`src/rtl/bypass_regfile_pkg.sv`:
```
package bypass_regfile_pkg;
    localparam int unsigned RF_ADDR_W     = 5;
    localparam int unsigned RF_DATA_W     = 32;
    localparam int unsigned RF_READ_PORTS = 2;
endpackage

```
`src/rtl/rf_write_gate.sv`:
```
module rf_write_gate #(
    parameter int unsigned ADDR_W = bypass_regfile_pkg::RF_ADDR_W
) (
    input  logic              rst,
    input  logic              wr_en,
    input  logic [ADDR_W-1:0] wr_addr,
    output logic              wr_live
);
    // A write is real only outside reset and never to the zero register.
    always_comb begin
        wr_live = wr_en && !rst && (wr_addr != '0);
    end
endmodule

```
`src/rtl/rf_storage.sv`:
```
module rf_storage #(
    parameter int unsigned ADDR_W = bypass_regfile_pkg::RF_ADDR_W,
    parameter int unsigned DATA_W = bypass_regfile_pkg::RF_DATA_W
) (
    input  logic                                  clk,
    input  logic                                  rst,
    input  logic                                  wr_live,
    input  logic [ADDR_W-1:0]                     wr_addr,
    input  logic [DATA_W-1:0]                     wr_data,
    output logic [(1<<ADDR_W)-1:0][DATA_W-1:0]    regs
);
    localparam int unsigned DEPTH = 1 << ADDR_W;

    typedef struct packed {
        logic [DEPTH-1:0][DATA_W-1:0] cells;
    } store_t;

    store_t st_d, st_q;

    always_comb begin
        st_d = st_q;
        if (rst) begin
            st_d.cells = '0;
        end else if (wr_live) begin
            st_d.cells[wr_addr] = wr_data;
        end
    end

    always_ff @(posedge clk) begin
        st_q <= st_d;
    end

    assign regs = st_q.cells;
endmodule

```
`src/rtl/rf_read_port.sv`:
```
module rf_read_port #(
    parameter int unsigned ADDR_W = bypass_regfile_pkg::RF_ADDR_W,
    parameter int unsigned DATA_W = bypass_regfile_pkg::RF_DATA_W
) (
    input  logic [ADDR_W-1:0]                  rd_addr,
    input  logic                               wr_live,
    input  logic [ADDR_W-1:0]                  wr_addr,
    input  logic [DATA_W-1:0]                  wr_data,
    input  logic [(1<<ADDR_W)-1:0][DATA_W-1:0] regs,
    output logic [DATA_W-1:0]                  rd_data
);
    logic is_zero;
    logic hit;

    always_comb begin
        is_zero = (rd_addr == '0);
        hit     = wr_live && (wr_addr == rd_addr);
        if (is_zero) begin
            rd_data = '0;
        end else if (hit) begin
            rd_data = wr_data;
        end else begin
            rd_data = regs[rd_addr];
        end
    end
endmodule

```
`src/rtl/bypass_regfile.sv`:
```
module bypass_regfile #(
    parameter int unsigned ADDR_W = bypass_regfile_pkg::RF_ADDR_W,
    parameter int unsigned DATA_W = bypass_regfile_pkg::RF_DATA_W
) (
    input  logic              clk,
    input  logic              rst,
    input  logic [ADDR_W-1:0] rd_addr_a,
    input  logic [ADDR_W-1:0] rd_addr_b,
    input  logic              wr_en,
    input  logic [ADDR_W-1:0] wr_addr,
    input  logic [DATA_W-1:0] wr_data,
    output logic [DATA_W-1:0] rd_data_a,
    output logic [DATA_W-1:0] rd_data_b
);
    localparam int unsigned DEPTH = 1 << ADDR_W;
    localparam int unsigned NRD   = bypass_regfile_pkg::RF_READ_PORTS;

    logic                         wr_live;
    logic [DEPTH-1:0][DATA_W-1:0] regs;
    logic [NRD-1:0][ADDR_W-1:0]   rd_addr_v;
    logic [NRD-1:0][DATA_W-1:0]   rd_data_v;

    assign rd_addr_v[0] = rd_addr_a;
    assign rd_addr_v[1] = rd_addr_b;
    assign rd_data_a    = rd_data_v[0];
    assign rd_data_b    = rd_data_v[1];

    rf_write_gate #(.ADDR_W(ADDR_W)) i_gate (
        .rst     (rst),
        .wr_en   (wr_en),
        .wr_addr (wr_addr),
        .wr_live (wr_live)
    );

    rf_storage #(.ADDR_W(ADDR_W), .DATA_W(DATA_W)) i_store (
        .clk     (clk),
        .rst     (rst),
        .wr_live (wr_live),
        .wr_addr (wr_addr),
        .wr_data (wr_data),
        .regs    (regs)
    );

    for (genvar p = 0; p < NRD; p++) begin : g_rd
        rf_read_port #(.ADDR_W(ADDR_W), .DATA_W(DATA_W)) i_port (
            .rd_addr (rd_addr_v[p]),
            .wr_live (wr_live),
            .wr_addr (wr_addr),
            .wr_data (wr_data),
            .regs    (regs),
            .rd_data (rd_data_v[p])
        );
    end
endmodule

```
`config.mk`:
```
export PLATFORM = sky130hd
export DESIGN_NAME = bypass_regfile
export DESIGN_NICKNAME = d
export VERILOG_FILES = /design/src/rtl/bypass_regfile_pkg.sv /design/src/rtl/rf_write_gate.sv /design/src/rtl/rf_storage.sv /design/src/rtl/rf_read_port.sv /design/src/rtl/bypass_regfile.sv
export SDC_FILE = /design/constraint.sdc
export NUM_CORES = 2
export LEC_CHECK = 0
export ABC_AREA = 1
export BUFFER_PORTS_ARGS = -buffer_cell sky130_fd_sc_hd__buf_2
export CAP_MARGIN = 10
export CORE_AREA = 2 2 383 385
export CTS_CLUSTER_SIZE = 14
export DETAILED_ROUTE_END_ITERATION = 8
export DIE_AREA = 0 0 385 387
export HOLD_SLACK_MARGIN = 0.02
export PLACE_DENSITY = 0.58
export RECOVER_POWER = 25
export SLEW_MARGIN = 20
export SYNTH_ARGS = -nofsm -noshare
export SYNTH_HDL_FRONTEND = slang
export SYNTH_SLANG_ARGS = --single-unit
```
`constraint.sdc`:
```
create_clock -name clk -period 6.7 [get_ports clk]
set_clock_uncertainty 0.1 [all_clocks]
set_input_delay 1.34 -clock clk [delete_from_list [all_inputs] [get_ports clk]]
set_output_delay 1.34 -clock clk [all_outputs]
set_load 0.01 [all_outputs]
```
# Yosys cells after proc, flatten, opt, wreduce, memory -nomap -nowiden
# Cells that the tools add are included.
# word_totals
regBits,1024
input_bits,50
output_inout_bits,64
word_cells,58
# op_classes
n_lt_le_gt_ge,4
n_eq_ne,2
mux,11
n_reduce_logical,9
# ops
op,n
$bwmux 1024,1
$bmux 32 s5,2
$mux 32,7
$demux 32 s5,1
$lt 5x6->1 const B,3
$eq 5x5->1,2
$logic_not 5->1,2
$ge 5x1->1 const B,1
$logic_and 1x1->1,5
$reduce_bool 5->1,1
$logic_not 1->1,1

# Longest topological paths before layout
# logic_depth
depth_word,6
mapped_depth,13
depth_no_buf,11

# By module
# Synthesis repeated with hierarchy kept, for this count alone.
# hier_totals
cells_unflattened,11507
area_unflattened_um2,63432.1
# modules_own_cells
module,instances,cells_each,area_each_um2,seq_area_each_um2
rf_storage,1,5627,38281.7,20499.7
rf_read_port,2,2936,12557.0,0.0
rf_write_gate,1,8,36.3,0.0

# Worst setup path before layout
# No wires, ideal clock.
# synth_timing
kind,input-to-output
startpoint,in wr_addr[3]
endpoint,out rd_data_a[10]
t_arrival_ps,2660
required_ps,5260
path_slack_ps,2600
path_stages,7
path_buffers,2
cell_sequence,buf_4 -> xnor2_1 -> nand3_1 -> nor3_4 -> nand2_2 -> clkbuf_1 -> a21oi_1
# synth_between
elab_chain_cells,5
elab_cells_between_ends,6
cone_classes,1 x eq/ne; 2 x mux; 3 x reduce/logical
# synth_lines
element,line_no,source
start: declaration,bypass_regfile.sv:10,"input logic [ADDR_W-1:0] wr_addr,"
$reduce_bool 5->1,rf_write_gate.sv:11,wr_live = wr_en && !rst && (wr_addr != '0);
$logic_and 1x1->1,rf_write_gate.sv:11,
$logic_and 1x1->1 (*),rf_read_port.sv:17,hit = wr_live && (wr_addr == rd_addr);
$mux 32 (*),rf_read_port.sv:20,end else if (hit) begin
$mux 32 (*),rf_read_port.sv:18,if (is_zero) begin
end: declaration,bypass_regfile.sv:12,"output logic [DATA_W-1:0] rd_data_a,"
# Mark *: on every way between the ends. The rest lies on a longest branch, timed or not.

# Worst setup path in the final report
# layout_timing
startpoint,in wr_addr[2]
endpoint,"reg i_store.st_q, in the netlist i_store.regs[1015]"
# layout_between
elab_chain_cells,5
elab_cells_between_ends,8
cone_classes,2 x order compare; 3 x mux; 3 x reduce/logical
# layout_lines
element,line_no,source
$lt 5x6->1 (implied by the code) / $ge 5x1->1 (equally long branches),rf_storage.sv:25,st_d.cells[wr_addr] = wr_data;
$logic_and 1x1->1 (implied by the code),rf_storage.sv:25,
$mux 32 (implied by the code),rf_storage.sv:25,
$demux 32 s5,--,
$bwmux 1024,rf_storage.sv:25,
end signal: assignment,rf_storage.sv:30,st_q <= st_d;
end: declaration,rf_storage.sv:18,"store_t st_d, st_q;"
# Several ways; a longest one is shown, not always the timed one.
# A chain may end at the register's enable or synchronous reset.

==> results.py <==
metrics = {
    "synthesis": {
        "synth_seq_cells": 1024,
        "synth_area_leaders": "dfxtp_1, nand2_1, nand3_1",
        "synth_top_area_share_pct": 35.5,
        "netlist_area_sq_um": 57700,
        "ys_types": 32,
        "postSynthCellCount": 9385,
        "synth_area_leader_cell": "dfxtp_1",
        "synth_area_per_cell_sq_um": 6.15,
        "syn-num-nets": 9435,
        "ys_seq_area_share_pct": 35.5,
        "yosys_warnings": 0,
    },
    "clock_tree": {
        "cts_tree": "done",
        "root_buffer": "clkbuf_16",
        "cts_resized": 0,
        "htreeDepth": 3,
        "cts_sinks": 1024,
        "cts_hold_buffers": 0,
        "worstSkewPairLatency_ns": 0.77,
        "numCtsBuffers": 120,
        "path_clk_slew_ns": 0.06,
        "clockBufferDepth": 3,
        "cts_setup_buffers": 0,
    },
    "drt": {
        "drcViolationCount": 0,
        "ant_nets": 0,
        "dr.pass1.iters": 6,
        "drtIter0Drc": 8750,
        "wl_per_cell_um": 25.4,
        "num_vias": 64500,
        "via_per_inst": 5.88,
        "wirelength_mm": 279,
    },
    "global_route": {
        "antenna_found_initial": 31,
        "grt_max_degree": 239,
        "track_usage_pct": 36.1,
        "use_met2_pct": 51.4,
        "grt_pass1_vias": 57700,
        "grt.met1_usage_pct": 48.5,
        "grt.busiest_layer": "met2",
        "overflow": 0,
        "met3_usage_pct": 11.7,
        "grt_pass1_wl_mm": 401,
    },
    "pwr": {
        "vdd_drop_max_v": 0.000206,
        "total_power_w": 0.0149,
        "p_per_area_nw_per_um2": 237,
        "p_leak_nw": 23.5,
    },
    "sta": {
        "hold_viol": 0,
        "max_freq_mhz": 159,
        "slew_violations": 950,
        "setup_tns_ns": 0,
        "setup_viol": 0,
        "worstMarginPinSlew_ns": 4.03,
        "rsz0062_at_grt": "no",
        "final.min_clock_period_ns": 6.28,
        "timing.final.crit_share_pct": 93.8,
        "slew_headroom_pct": -169,
    },
    "finish": {
        "drive_gt1_share_pct": 6.90,
        "largest_reg_flops": 1024,
        "syn2layout_area_growth_pct": 8.95,
        "finish.utilization_pct": 43.4,
        "nets": 8999,
        "fin_cells": 11000,
    },
    "critical_path": {
        "arrival_ns": 6.87,
        "start_kind": "input port",
        "critPathTopFamily": "buffers and inverters",
        "critPathKind": "in -> reg",
        "end_kind": "flip-flop",
        "worst-path-max-fanout": 31,
        "cp_slowest_cell": "clkbuf_1",
        "critical_path.cell_chain": "clkbuf_1, nor3_1, nand2_2, nand2_1, nor3_1, nand2_2, inv_1, clkbuf_1, nor2_1, nor3_1",
        "crit_buf_inv": 3,
        "worstPathRequired_ns": 7.28,
        "cp_common_cell": "nor3_1",
        "slowest_delay_ns": 2.78,
    },
    "placement": {
        "place_inst": 10700,
        "portBuffers": 113,
        "dpl.hpwl_mm": 156,
        "routabilityCongestion": 0.919,
    },
    "floorplanning": {
        "dieHeight_um": 387,
        "start_util_pct": 39.9,
        "die_area_sq_um": 149000,
        "row_count": 140,
        "ios": 114,
        "core-area_sq_um": 145000,
        "die_w_um": 385,
    },
    "hold_path": {
        "hp-class": "reg -> reg",
    },
    "flow_run": {
        "maxCapViolCount": 17,
    },
    "outcome": {
        "violations": "capacitance limit, slew limit",
        "status": "finished with violations",
    },
}
## path summary, 6_finish.rpt
check | startpoint | end | slack, ns | depth (start not counted)
worst min-delay path | i_store.regs[13]$_SDFFE_PP0P_ | i_store.regs[13]$_SDFFE_PP0P_ | 0.34 | 2
worst max-delay path | wr_addr[2] | i_store.regs[1015]$_SDFFE_PP0P_ | 0.42 | 10
worst max register to register | i_store.regs[751]$_SDFFE_PP0P_ | i_store.regs[751]$_SDFFE_PP0P_ | 5.77 | 2
worst min register to register | i_store.regs[13]$_SDFFE_PP0P_ | i_store.regs[13]$_SDFFE_PP0P_ | 0.34 | 2
## layout make-up
type / count / area, sq um
Clock inverter: 43 / 520
Antenna cell: 7 / 17.5
Tap cell: 1917 / 2400
Inverter: 683 / 2610
Fill cell: 15200 / 82000
Timing Repair Buffer: 288 / 2180
Clock buffer: 179 / 3530
Multi-Input combinational cell: 6832 / 31200
Sequential cell: 1024 / 20500
## cells in the mapped netlist (all sizes together)
cell / number
nand2: 2890
dfxtp: 1024
nand3: 975
nor2: 940
a21oi: 906
inv: 655
clkbuf: 491
o21ai: 406
buf: 355
o211ai: 258
a211oi: 226
nor3: 140
or2: 55
clkinv: 28
o21bai: 19
xnor2: 6
nand3b: 5
xor2: 4
nand4: 2
## report_power, final
part	switching [W]	total, W	internal (W)
clock	0.00290	0.00685	0.00394
combinational	0.00148	0.00194	0.000458
sequential	0.0000201	0.00614	0.00612
total	0.00440	0.0149	0.0105
## cells by family after synthesis
kind of cell	count (synthesis)	synth area share, %
AND/OR/NAND/NOR	5007	35.8
AO/OA/AOI/OAI	1815	17.9
buffers and inverters	1529	10.7
flip-flops	1024	35.5
XOR/XNOR	10	0.152
## cells in the final DEF, fill, tap and decap left out, drive strengths merged
cell type and n:
inv 654, o21ai 406, xnor2 6, dfxtp 1024, xor2 4, o21bai 19, clkinv 63, a211oi 226
bufinv 8, nand2 2890, o211ai 258, buf 272, nor2 940, nand3b 5, a21oi 906, diode 7
clkinvlp 1, nor3 140, nand3 975, clkbuf 195, or2 55, nand4 2
## worst register-to-register path, cell delays in order, from the launching register on
cell and delay, ns:
dfxtp_1 0.37, nand2_1 0.07, a21oi_1 0.26
## metal layers
layer	up-vias	wire length, um
li1	29500	-
met1	29800	108000
met2	4376	112000
met3	881	41600
met4	20	16600
met5	-	128
## metrics by stage
step | worst slack [ns] | cell area, sq um | hold slack (ns)
floorplan | 2.60 | 57700 | 0.313
global placement | 0.978 | 58900 | 0.325
detailed placement | 0.978 | 58900 | 0.328
CTS | 0.963 | 63000 | 0.339
global route | 0.584 | 62900 | 0.359
finish | 0.417 | 62900 | 0.342
Note: power is estimated with default switching activity, not from simulation.
